--- config.mk ---
export PLATFORM = sky130hd
export DESIGN_NAME = pscl_timer
export DESIGN_NICKNAME = d
export VERILOG_FILES = /design/src/rtl/pscl_timer_pkg.sv /design/src/rtl/pscl_prescaler.sv /design/src/rtl/pscl_downcount.sv /design/src/rtl/pscl_regs.sv /design/src/rtl/pscl_timer.sv
export SDC_FILE = /design/constraint.sdc
export NUM_CORES = 1
export LEC_CHECK = 0
export BUFFER_PORTS_ARGS = -buffer_cell sky130_fd_sc_hd__buf_4
export CORE_ASPECT_RATIO = 1.25
export CORE_MARGIN = 5
export CORE_UTILIZATION = 60
export CTS_CLUSTER_SIZE = 25
export DETAILED_ROUTE_END_ITERATION = 7
export GPL_TIMING_DRIVEN = 0
export HOLD_SLACK_MARGIN = 0.1
export MAX_ROUTING_LAYER = met4
export PLACE_DENSITY = 0.93
export SLEW_MARGIN = 20
export SYNTH_ARGS = -nofsm -noshare
export SYNTH_HDL_FRONTEND = slang
export SYNTH_SLANG_ARGS = --single-unit
--- constraint.sdc ---
create_clock -name clk -period 3.6 [get_ports clk]
set_input_delay 0.72 -clock clk [delete_from_list [all_inputs] [get_ports clk]]
set_output_delay 0.72 -clock clk [all_outputs]
set_load 0.05 [all_outputs]
--- src/rtl/pscl_timer_pkg.sv ---
package pscl_timer_pkg;
  localparam int DATA_W   = 32;
  localparam int ADDR_W   = 5;
  localparam int CNT_W    = 24;
  localparam int DIV_W    = 8;
  localparam int BIT_RUN  = 30;
  localparam int BIT_PER  = 27;
  localparam logic [ADDR_W-1:0] OFS_CTRL = 5'h00;
  localparam logic [ADDR_W-1:0] OFS_INIT = 5'h08;
  localparam logic [ADDR_W-1:0] OFS_DATA = 5'h10;
endpackage

--- src/rtl/pscl_prescaler.sv ---
module pscl_prescaler #(
  parameter int DIV_W = pscl_timer_pkg::DIV_W
) (
  input  logic             clk,
  input  logic             rst_n,
  input  logic             run,
  input  logic [DIV_W-1:0] div,
  output logic             tick
);
  logic [DIV_W-1:0] ps_q, ps_d;
  logic             wrap;

  assign wrap = (ps_q == div);
  assign tick = run && wrap;

  always_comb begin
    ps_d = ps_q;
    if (!run)      ps_d = '0;
    else if (wrap) ps_d = '0;
    else           ps_d = ps_q + DIV_W'(1);
  end

  always_ff @(posedge clk or negedge rst_n) begin
    if (!rst_n) ps_q <= '0;
    else        ps_q <= ps_d;
  end
endmodule

--- src/rtl/pscl_downcount.sv ---
module pscl_downcount #(
  parameter int CNT_W = pscl_timer_pkg::CNT_W
) (
  input  logic             clk,
  input  logic             rst_n,
  input  logic             run,
  input  logic             load,
  input  logic             tick,
  input  logic             periodic,
  input  logic [CNT_W-1:0] init,
  output logic [CNT_W-1:0] cnt_o,
  output logic             expire_o,
  output logic             done_o
);
  logic [CNT_W-1:0] cnt_q, cnt_d;
  logic             exp_q, exp_d;
  logic             at_zero, zero_tick, step;

  assign at_zero   = (cnt_q == '0);
  assign step      = run && tick && !load;
  assign zero_tick = step && at_zero;

  always_comb begin
    cnt_d = cnt_q;
    exp_d = 1'b0;
    if (load) begin
      cnt_d = init;
    end else if (step) begin
      if (at_zero) begin
        exp_d = 1'b1;
        if (periodic) cnt_d = init;
      end else begin
        cnt_d = cnt_q - CNT_W'(1);
      end
    end
  end

  always_ff @(posedge clk or negedge rst_n) begin
    if (!rst_n) begin
      cnt_q <= '0;
      exp_q <= 1'b0;
    end else begin
      cnt_q <= cnt_d;
      exp_q <= exp_d;
    end
  end

  assign cnt_o    = cnt_q;
  assign expire_o = exp_q;
  assign done_o   = zero_tick && !periodic;
endmodule

--- src/rtl/pscl_regs.sv ---
module pscl_regs
  import pscl_timer_pkg::*;
#(
  parameter int DW = DATA_W,
  parameter int AW = ADDR_W,
  parameter int CW = CNT_W,
  parameter int PW = DIV_W
) (
  input  logic          clk,
  input  logic          rst_n,
  input  logic [AW-1:0] bus_addr,
  input  logic          bus_we,
  input  logic [DW-1:0] bus_wdata,
  output logic [DW-1:0] bus_rdata,
  input  logic [CW-1:0] cnt_i,
  input  logic          done_i,
  output logic          run_o,
  output logic          per_o,
  output logic [PW-1:0] div_o,
  output logic [CW-1:0] init_o,
  output logic          start_o
);
  logic          run_q, run_d, per_q, per_d;
  logic [PW-1:0] div_q, div_d;
  logic [CW-1:0] init_q, init_d;
  logic          wr_ctrl, wr_init;

  assign wr_ctrl = bus_we && (bus_addr == OFS_CTRL);
  assign wr_init = bus_we && (bus_addr == OFS_INIT);
  assign start_o = wr_ctrl && bus_wdata[BIT_RUN] && !run_q;

  always_comb begin
    run_d  = run_q;
    per_d  = per_q;
    div_d  = div_q;
    init_d = init_q;
    if (wr_ctrl) begin
      run_d = bus_wdata[BIT_RUN];
      per_d = bus_wdata[BIT_PER];
      div_d = bus_wdata[PW-1:0];
    end else if (done_i) begin
      run_d = 1'b0;
    end
    if (wr_init) init_d = bus_wdata[CW-1:0];
  end

  always_ff @(posedge clk or negedge rst_n) begin
    if (!rst_n) begin
      run_q  <= 1'b0;
      per_q  <= 1'b0;
      div_q  <= '0;
      init_q <= '0;
    end else begin
      run_q  <= run_d;
      per_q  <= per_d;
      div_q  <= div_d;
      init_q <= init_d;
    end
  end

  always_comb begin
    bus_rdata = '0;
    case (bus_addr)
      OFS_CTRL: begin
        bus_rdata[BIT_RUN] = run_q;
        bus_rdata[BIT_PER] = per_q;
        bus_rdata[PW-1:0]  = div_q;
      end
      OFS_INIT: bus_rdata[CW-1:0] = init_q;
      OFS_DATA: bus_rdata[CW-1:0] = cnt_i;
      default:  bus_rdata = '0;
    endcase
  end

  assign run_o  = run_q;
  assign per_o  = per_q;
  assign div_o  = div_q;
  assign init_o = init_q;
endmodule

--- src/rtl/pscl_timer.sv ---
module pscl_timer
  import pscl_timer_pkg::*;
(
  input  logic              clk,
  input  logic              rst_n,
  input  logic [ADDR_W-1:0] bus_addr,
  input  logic              bus_we,
  input  logic [DATA_W-1:0] bus_wdata,
  output logic [DATA_W-1:0] bus_rdata,
  output logic              expire_o
);
  logic             run_q, periodic_q, start, tick, done;
  logic [DIV_W-1:0] div;
  logic [CNT_W-1:0] init, cnt_q;

  pscl_regs u_regs (
    .clk(clk), .rst_n(rst_n), .bus_addr(bus_addr), .bus_we(bus_we),
    .bus_wdata(bus_wdata), .bus_rdata(bus_rdata), .cnt_i(cnt_q),
    .done_i(done), .run_o(run_q), .per_o(periodic_q), .div_o(div),
    .init_o(init), .start_o(start)
  );

  pscl_prescaler u_pre (
    .clk(clk), .rst_n(rst_n), .run(run_q), .div(div), .tick(tick)
  );

  pscl_downcount u_cnt (
    .clk(clk), .rst_n(rst_n), .run(run_q), .load(start), .tick(tick),
    .periodic(periodic_q), .init(init), .cnt_o(cnt_q),
    .expire_o(expire_o), .done_o(done)
  );
endmodule

Word-level counts from Yosys, hierarchy flattened

Cells that the tools add are included.

Output and inout bits: 33
Flip-flop bits (word level): 67
Word-level logic and storage cells: 45

Reduce and logical (&&, ||, !) cells: 17
$add $sub $neg: 2
Equality and inequality tests: 4
Muxes and demuxes: 15

Operators by type and width:

| kind                  | number |
|---|---|
| $mux 24               | 4 |
| $pmux 16 s2           | 1 |
| $logic_not 24->1      | 1 |
| $pmux 8 s3            | 1 |
| $sub 24x1->24 const B | 1 |
| $mux 8                | 2 |
| $logic_and 1x1->1     | 9 |
| $add 8x1->8 const B   | 1 |
| $eq 8x8->1            | 1 |
| $mux 1                | 7 |
| $eq 5x4->1 const B    | 1 |
| $eq 5x5->1 const B    | 1 |
| $logic_not 5->1       | 1 |
| $reduce_bool 2->1     | 2 |
| $logic_not 1->1       | 3 |
| $ne 3x2->1 const B    | 1 |
| $reduce_and 2->1      | 1 |

Logic depth before layout (Yosys ltp)

Depth after elaboration: 10
Mapped depth: 10
Mapped depth without buffers: 8

By module

Synthesis repeated with hierarchy kept, for this count alone.

Cells, all modules: 380
Area, all modules: 4,042.6 um^2

Modules (own cells, without submodules):

| module         | area an instance (um^2) | cells each | instances | sequential area each (um^2) |
|---|---|---|---|---|
| pscl_downcount | 1,788.0                 | 206        | 1         | 625.6 |
| pscl_regs      | 1,754.2                 | 128        | 1         | 850.8 |
| pscl_prescaler | 500.5                   | 46         | 1         | 200.2 |

Worst setup path before layout

No wires, ideal clock.

Kind: input port to output port
Start point: input port bus_addr[1]
End point: output port bus_rdata[0]
Stages on the path: 3
Path slack: 319 ps
Data required time: 2,880 ps
Buffers on the path: 1
Data arrival time: 2,561 ps
Cells stage by stage: or4_1 > buf_2 > o21ai_0

Word-level cells in the longest chain between the ends: 2
Elaborated cells between the ends (all ways): 4
Those cells by class: eq/ne (2); mux (1); reduce/logical (1)

Ends and longest elaborated chain:

| item                                     | line            | text |
|---|---|---|
| start: declaration                       | pscl_timer.sv:6 | `input logic [ADDR_W-1:0] bus_addr,` |
| $eq 5x5->1, or another cell as far along | pscl_regs.sv:63 | `case (bus_addr)` |
| $pmux 8 s3 (*)                           | pscl_regs.sv:63 |  |
| end: declaration                         | pscl_timer.sv:9 | `output logic [DATA_W-1:0] bus_rdata,` |

Every way passes the cells marked *; elsewhere a longest branch is shown, timed or not.

Final worst setup path

Start point: input port bus_addr[1]
End point: output port bus_rdata[22]

Word-level cells in the longest chain between the ends: 2
Elaborated cells between the ends (all ways): 3
Those cells by class: eq/ne (2); mux (1)

Ends and longest elaborated chain:

| item                                            | line |
|---|---|
| $eq 5x5->1 / $eq 5x4->1 (equally long branches) | pscl_regs.sv:63 |
| $pmux 16 s2 (*)                                 | pscl_regs.sv:63 |

Marks and branches as above.

==> flow_metrics.env <==
export IMPL_cts_hold_buffers=0
export IMPL_syn_area_per_cell_um2=9.70
export IMPL_critPathBufInv=4
export IMPL_syn_inst=400
export IMPL_dpl_cell_count=550
export IMPL_power_leakage_nw=2.14
export IMPL_num_vias=3551
export IMPL_clk_pin_slew_ns=0.07
export IMPL_synth_top_cells_by_area="dfrtp_1, mux2_2, a21oi_1, o21ai_0, a22o_1"
export IMPL_pre_cts_ws_ns=-0.0387
export IMPL_slew_headroom_pct=33.5
export IMPL_track_usage_pct=30.1
export IMPL_layoutNonFillerInstCount=565
export IMPL_pwr_share_comb_pct=33.9
export IMPL_drv_slew=0
export IMPL_multi_input_area_mm2=0.00198
export IMPL_cts_tree="yes"
export IMPL_synth_edf_count=0
export IMPL_worstPathRequired_ns=2.88
export IMPL_highest_layer="met4"
export IMPL_synth_seq_cells=67
export IMPL_cts_max_level=3
export IMPL_wl_mm=11.3
export IMPL_fin_crit_ns=3.55
export IMPL_initial_core_util_pct=62.1
export IMPL_cellPowerDensity_mw_per_mm2=559
export IMPL_drcViolationCount=0
export IMPL_first_pass_iters=5
export IMPL_arrival_ns=2.83
export IMPL_pwr_share_clk_pct=22.3
export IMPL_synthDistinctLibCells=53
export IMPL_crit_path_cell_trace="buf_4, or4_1, buf_2, nor2_2, clkbuf_2, a22o_1, buf_4"
export IMPL_critPathMaxFanout=10
export IMPL_ys_seq_area_share_pct=43.2
export IMPL_core_area_mm2=0.00625
export IMPL_synth_async_reset_ratio_pct=100
export IMPL_die_area_mm2=0.00819
export IMPL_final_layout_size_suffix_gt1_share_pct=29.8
export IMPL_place_area_mm2=0.00446
export IMPL_synth_top_flop_cell="dfrtp_1"
export IMPL_holdWs_ns=0.464
export IMPL_rsz0062_at_grt="false"
export IMPL_start_kind="input pin"
export IMPL_final_seq_area_mm2=0.00168
export IMPL_path_delay_family="simple AND/OR/NAND/NOR gates"
export IMPL_synth_top_area_share_pct=43.2
export IMPL_drt_iter0_markers=227
export IMPL_cts_sinks=67
export IMPL_ant_nets=0
export IMPL_antennaDiodeCount=0
export IMPL_period_share_pct=98.6
export IMPL_critPathMaxStageDelay_ns=0.57
export IMPL_finalSetupViolCount=0
export IMPL_fp_dieW_um=81.9
export IMPL_dr_wl_met3_um=738
export IMPL_gr_total_overflow=0
export IMPL_hold_violations=0
export IMPL_grt_pass1_wl_mm=18.2
export IMPL_p_switching_w=0.00101
export IMPL_hpwl_mm=7.94
export IMPL_worst_slew_pin_slew_ns=0.989
export IMPL_clockRootBuffer="clkbuf_8"
export IMPL_gp_congestion=0.949
export IMPL_cts_buffer_depth=2
export IMPL_fmax_mhz=282
export IMPL_crit_type="in -> out"
export IMPL_wire_per_inst_um=20.0
export IMPL_grt_max_degree=68
export IMPL_io_buffers=60
export IMPL_io_pins=73
export IMPL_cap_violations=0
export IMPL_syn_area_mm2=0.00388
export IMPL_ys_warnings_count=0
export IMPL_grt_pass1_vias=3773
export IMPL_clock_latency_ns=0.34
export IMPL_post_cts_buffers=0
export IMPL_status="finished, final reports clean"
export IMPL_clock_skew_ns=0.00628
export IMPL_synth_top_cell_by_area="dfrtp_1"
export IMPL_intPower_w=0.00159
export IMPL_drt_vias_per_instance=6.28
export IMPL_crit_slowest_cell="or4_1"
export IMPL_rows=32
export IMPL_final_nets=519
export IMPL_cts_buffers=9
export IMPL_fin_area_mm2=0.00464
export IMPL_p_seq_share_pct=43.8
export IMPL_antenna_found_initial=0
export IMPL_cpMostUsedCell="buf_4"
export IMPL_yosysMostFrequentCell="dfrtp_1"
export IMPL_critPathCaptureType="primary output"
export IMPL_area_growth_synth_to_final_pct=19.5
export IMPL_switching_share_pct=38.7
export IMPL_wl_met1_mm=4.04
export IMPL_die_y_um=99.9
export IMPL_worst_slack_ns=0.0511
export IMPL_hold_class="in -> async"
export IMPL_vdd_drop_max_mv=0.330
export IMPL_wl_met2_mm=5.95
export IMPL_ys_top_cells_by_count="dfrtp_1, nor2_1, a21oi_1"
export IMPL_fillers=468
==> final cells by class <==
cell class	instances	share of cell area, %
Multi-Input combinational cell	299	42.6
Sequential cell	67	36.1
Timing Repair Buffer	60	9.71
Buffer	31	4.72
Clock buffer	13	3.64
Tap cell	85	2.29
Inverter	8	0.647
Clock inverter	2	0.216
==> what timing repair did <==
item                                    4_1_cts  5_1_grt
resized for setup                             2        2
endpoints found under the setup margin        8        1
endpoints found under the hold margin         0        0
==> worst reg2reg max path: cells and delay by family, from the launching register on <==
| family | cells | cell delay [ns] |
|---|---|---|
| AND/OR/NAND/NOR | 4 | 1.61 |
| buffers and inverters | 1 | 0.18 |
| flip-flops | 1 | 0.44 |
| AO/OA/AOI/OAI | 2 | 0.21 |
| adder cells (fa/ha/maj) | 1 | 0.23 |
==> flip-flops by register name, summed over array words and instances, names as in the netlist <==
signal,flops
u_regs.per_o,1
u_cnt.expire_o,1
u_regs.div_o,8
u_pre.ps_q,8
u_regs.init_o,24
u_cnt.cnt_o,24
u_regs.run_o,1
==> power by group through the flow <==
| stage | clock, W | sequential [W] | combinational (W) |
|---|---|---|---|
| floorplan | 0 | 0.00108 | 0.000642 |
| finish | 0.000578 | 0.00114 | 0.000880 |
| global placement | 0 | 0.00113 | 0.000824 |
| detailed placement | 0 | 0.00114 | 0.000855 |
| global route | 0.000615 | 0.00116 | 0.000964 |
| CTS | 0.000584 | 0.00113 | 0.000865 |
==> worst paths after layout <==
| check | end | startpoint | cells past startpoint | slack (ns) |
|---|---|---|---|---|
| setup / recovery | bus_rdata[22] | bus_addr[1] | 7 | 0.05 |
| hold / removal | u_cnt.cnt_o[15] | rst_n | 1 | 0.46 |
| setup reg to reg | u_cnt.cnt_o[18] | u_cnt.cnt_o[0] | 8 | 0.81 |
| min in group clk | u_pre.ps_q[0] | u_pre.ps_q[0] | 1 | 0.54 |
| hold reg to reg | u_pre.ps_q[0] | u_pre.ps_q[0] | 1 | 0.54 |
| max in group asynchronous | u_cnt.cnt_o[2] | rst_n | 1 | 2.54 |
==> cell usage in the layout, fill, tap and decap left out, drive strengths merged, types with 2 or more instances in the layout <==
master	Yosys	layout
o21ai	43	43
xor2	2	2
nand2b	2	2
a2bb2oi	2	2
nand4	6	6
and3	6	6
or4	4	4
ha	3	3
o211ai	2	2
mux2	33	33
o2bb2ai	2	2
nor2	38	38
nor4	8	8
a22o	16	16
nand2	21	21
mux2i	8	8
buf	21	81
clkbuf	9	22
inv	8	8
clkinv	0	2
a21o	2	2
or3	5	5
a22oi	3	3
conb	1	6
xnor2	12	12
nor3	10	10
dfrtp	67	67
nand3	14	14
a21oi	36	36
nor3b	2	2
==> stage by stage <==
step / power (W) / utilization, % / setup TNS, ns
after floorplan: 0.00172 / - / 0
after global placement: 0.00195 / 71.4 / 0
after detailed placement: 0.00200 / 71.4 / -0.0387
after CTS: 0.00258 / 74.3 / 0
after global routing: 0.00274 / 74.3 / 0
final: 0.00259 / 74.3 / 0
==> metal layers <==
layer	track usage (%)	up-vias
met5	-	-
li1	-	1590
met2	51.3	186
met4	16.2	0
met1	32.4	1720
met3	5.66	55
==> logic make-up after synthesis <==
logic type	Yosys count	synth area share, %
adders and majority gates	3	0.967
buffers and inverters	39	6.32
muxes	41	11.6
AOI/OAI and AO/OA	114	18.5
xor gates and xnor gates	14	3.16
DFF	67	43.2
other	1	0.0966
and+or+nand+nor	121	16.1
(Power assumes the default switching activity.)
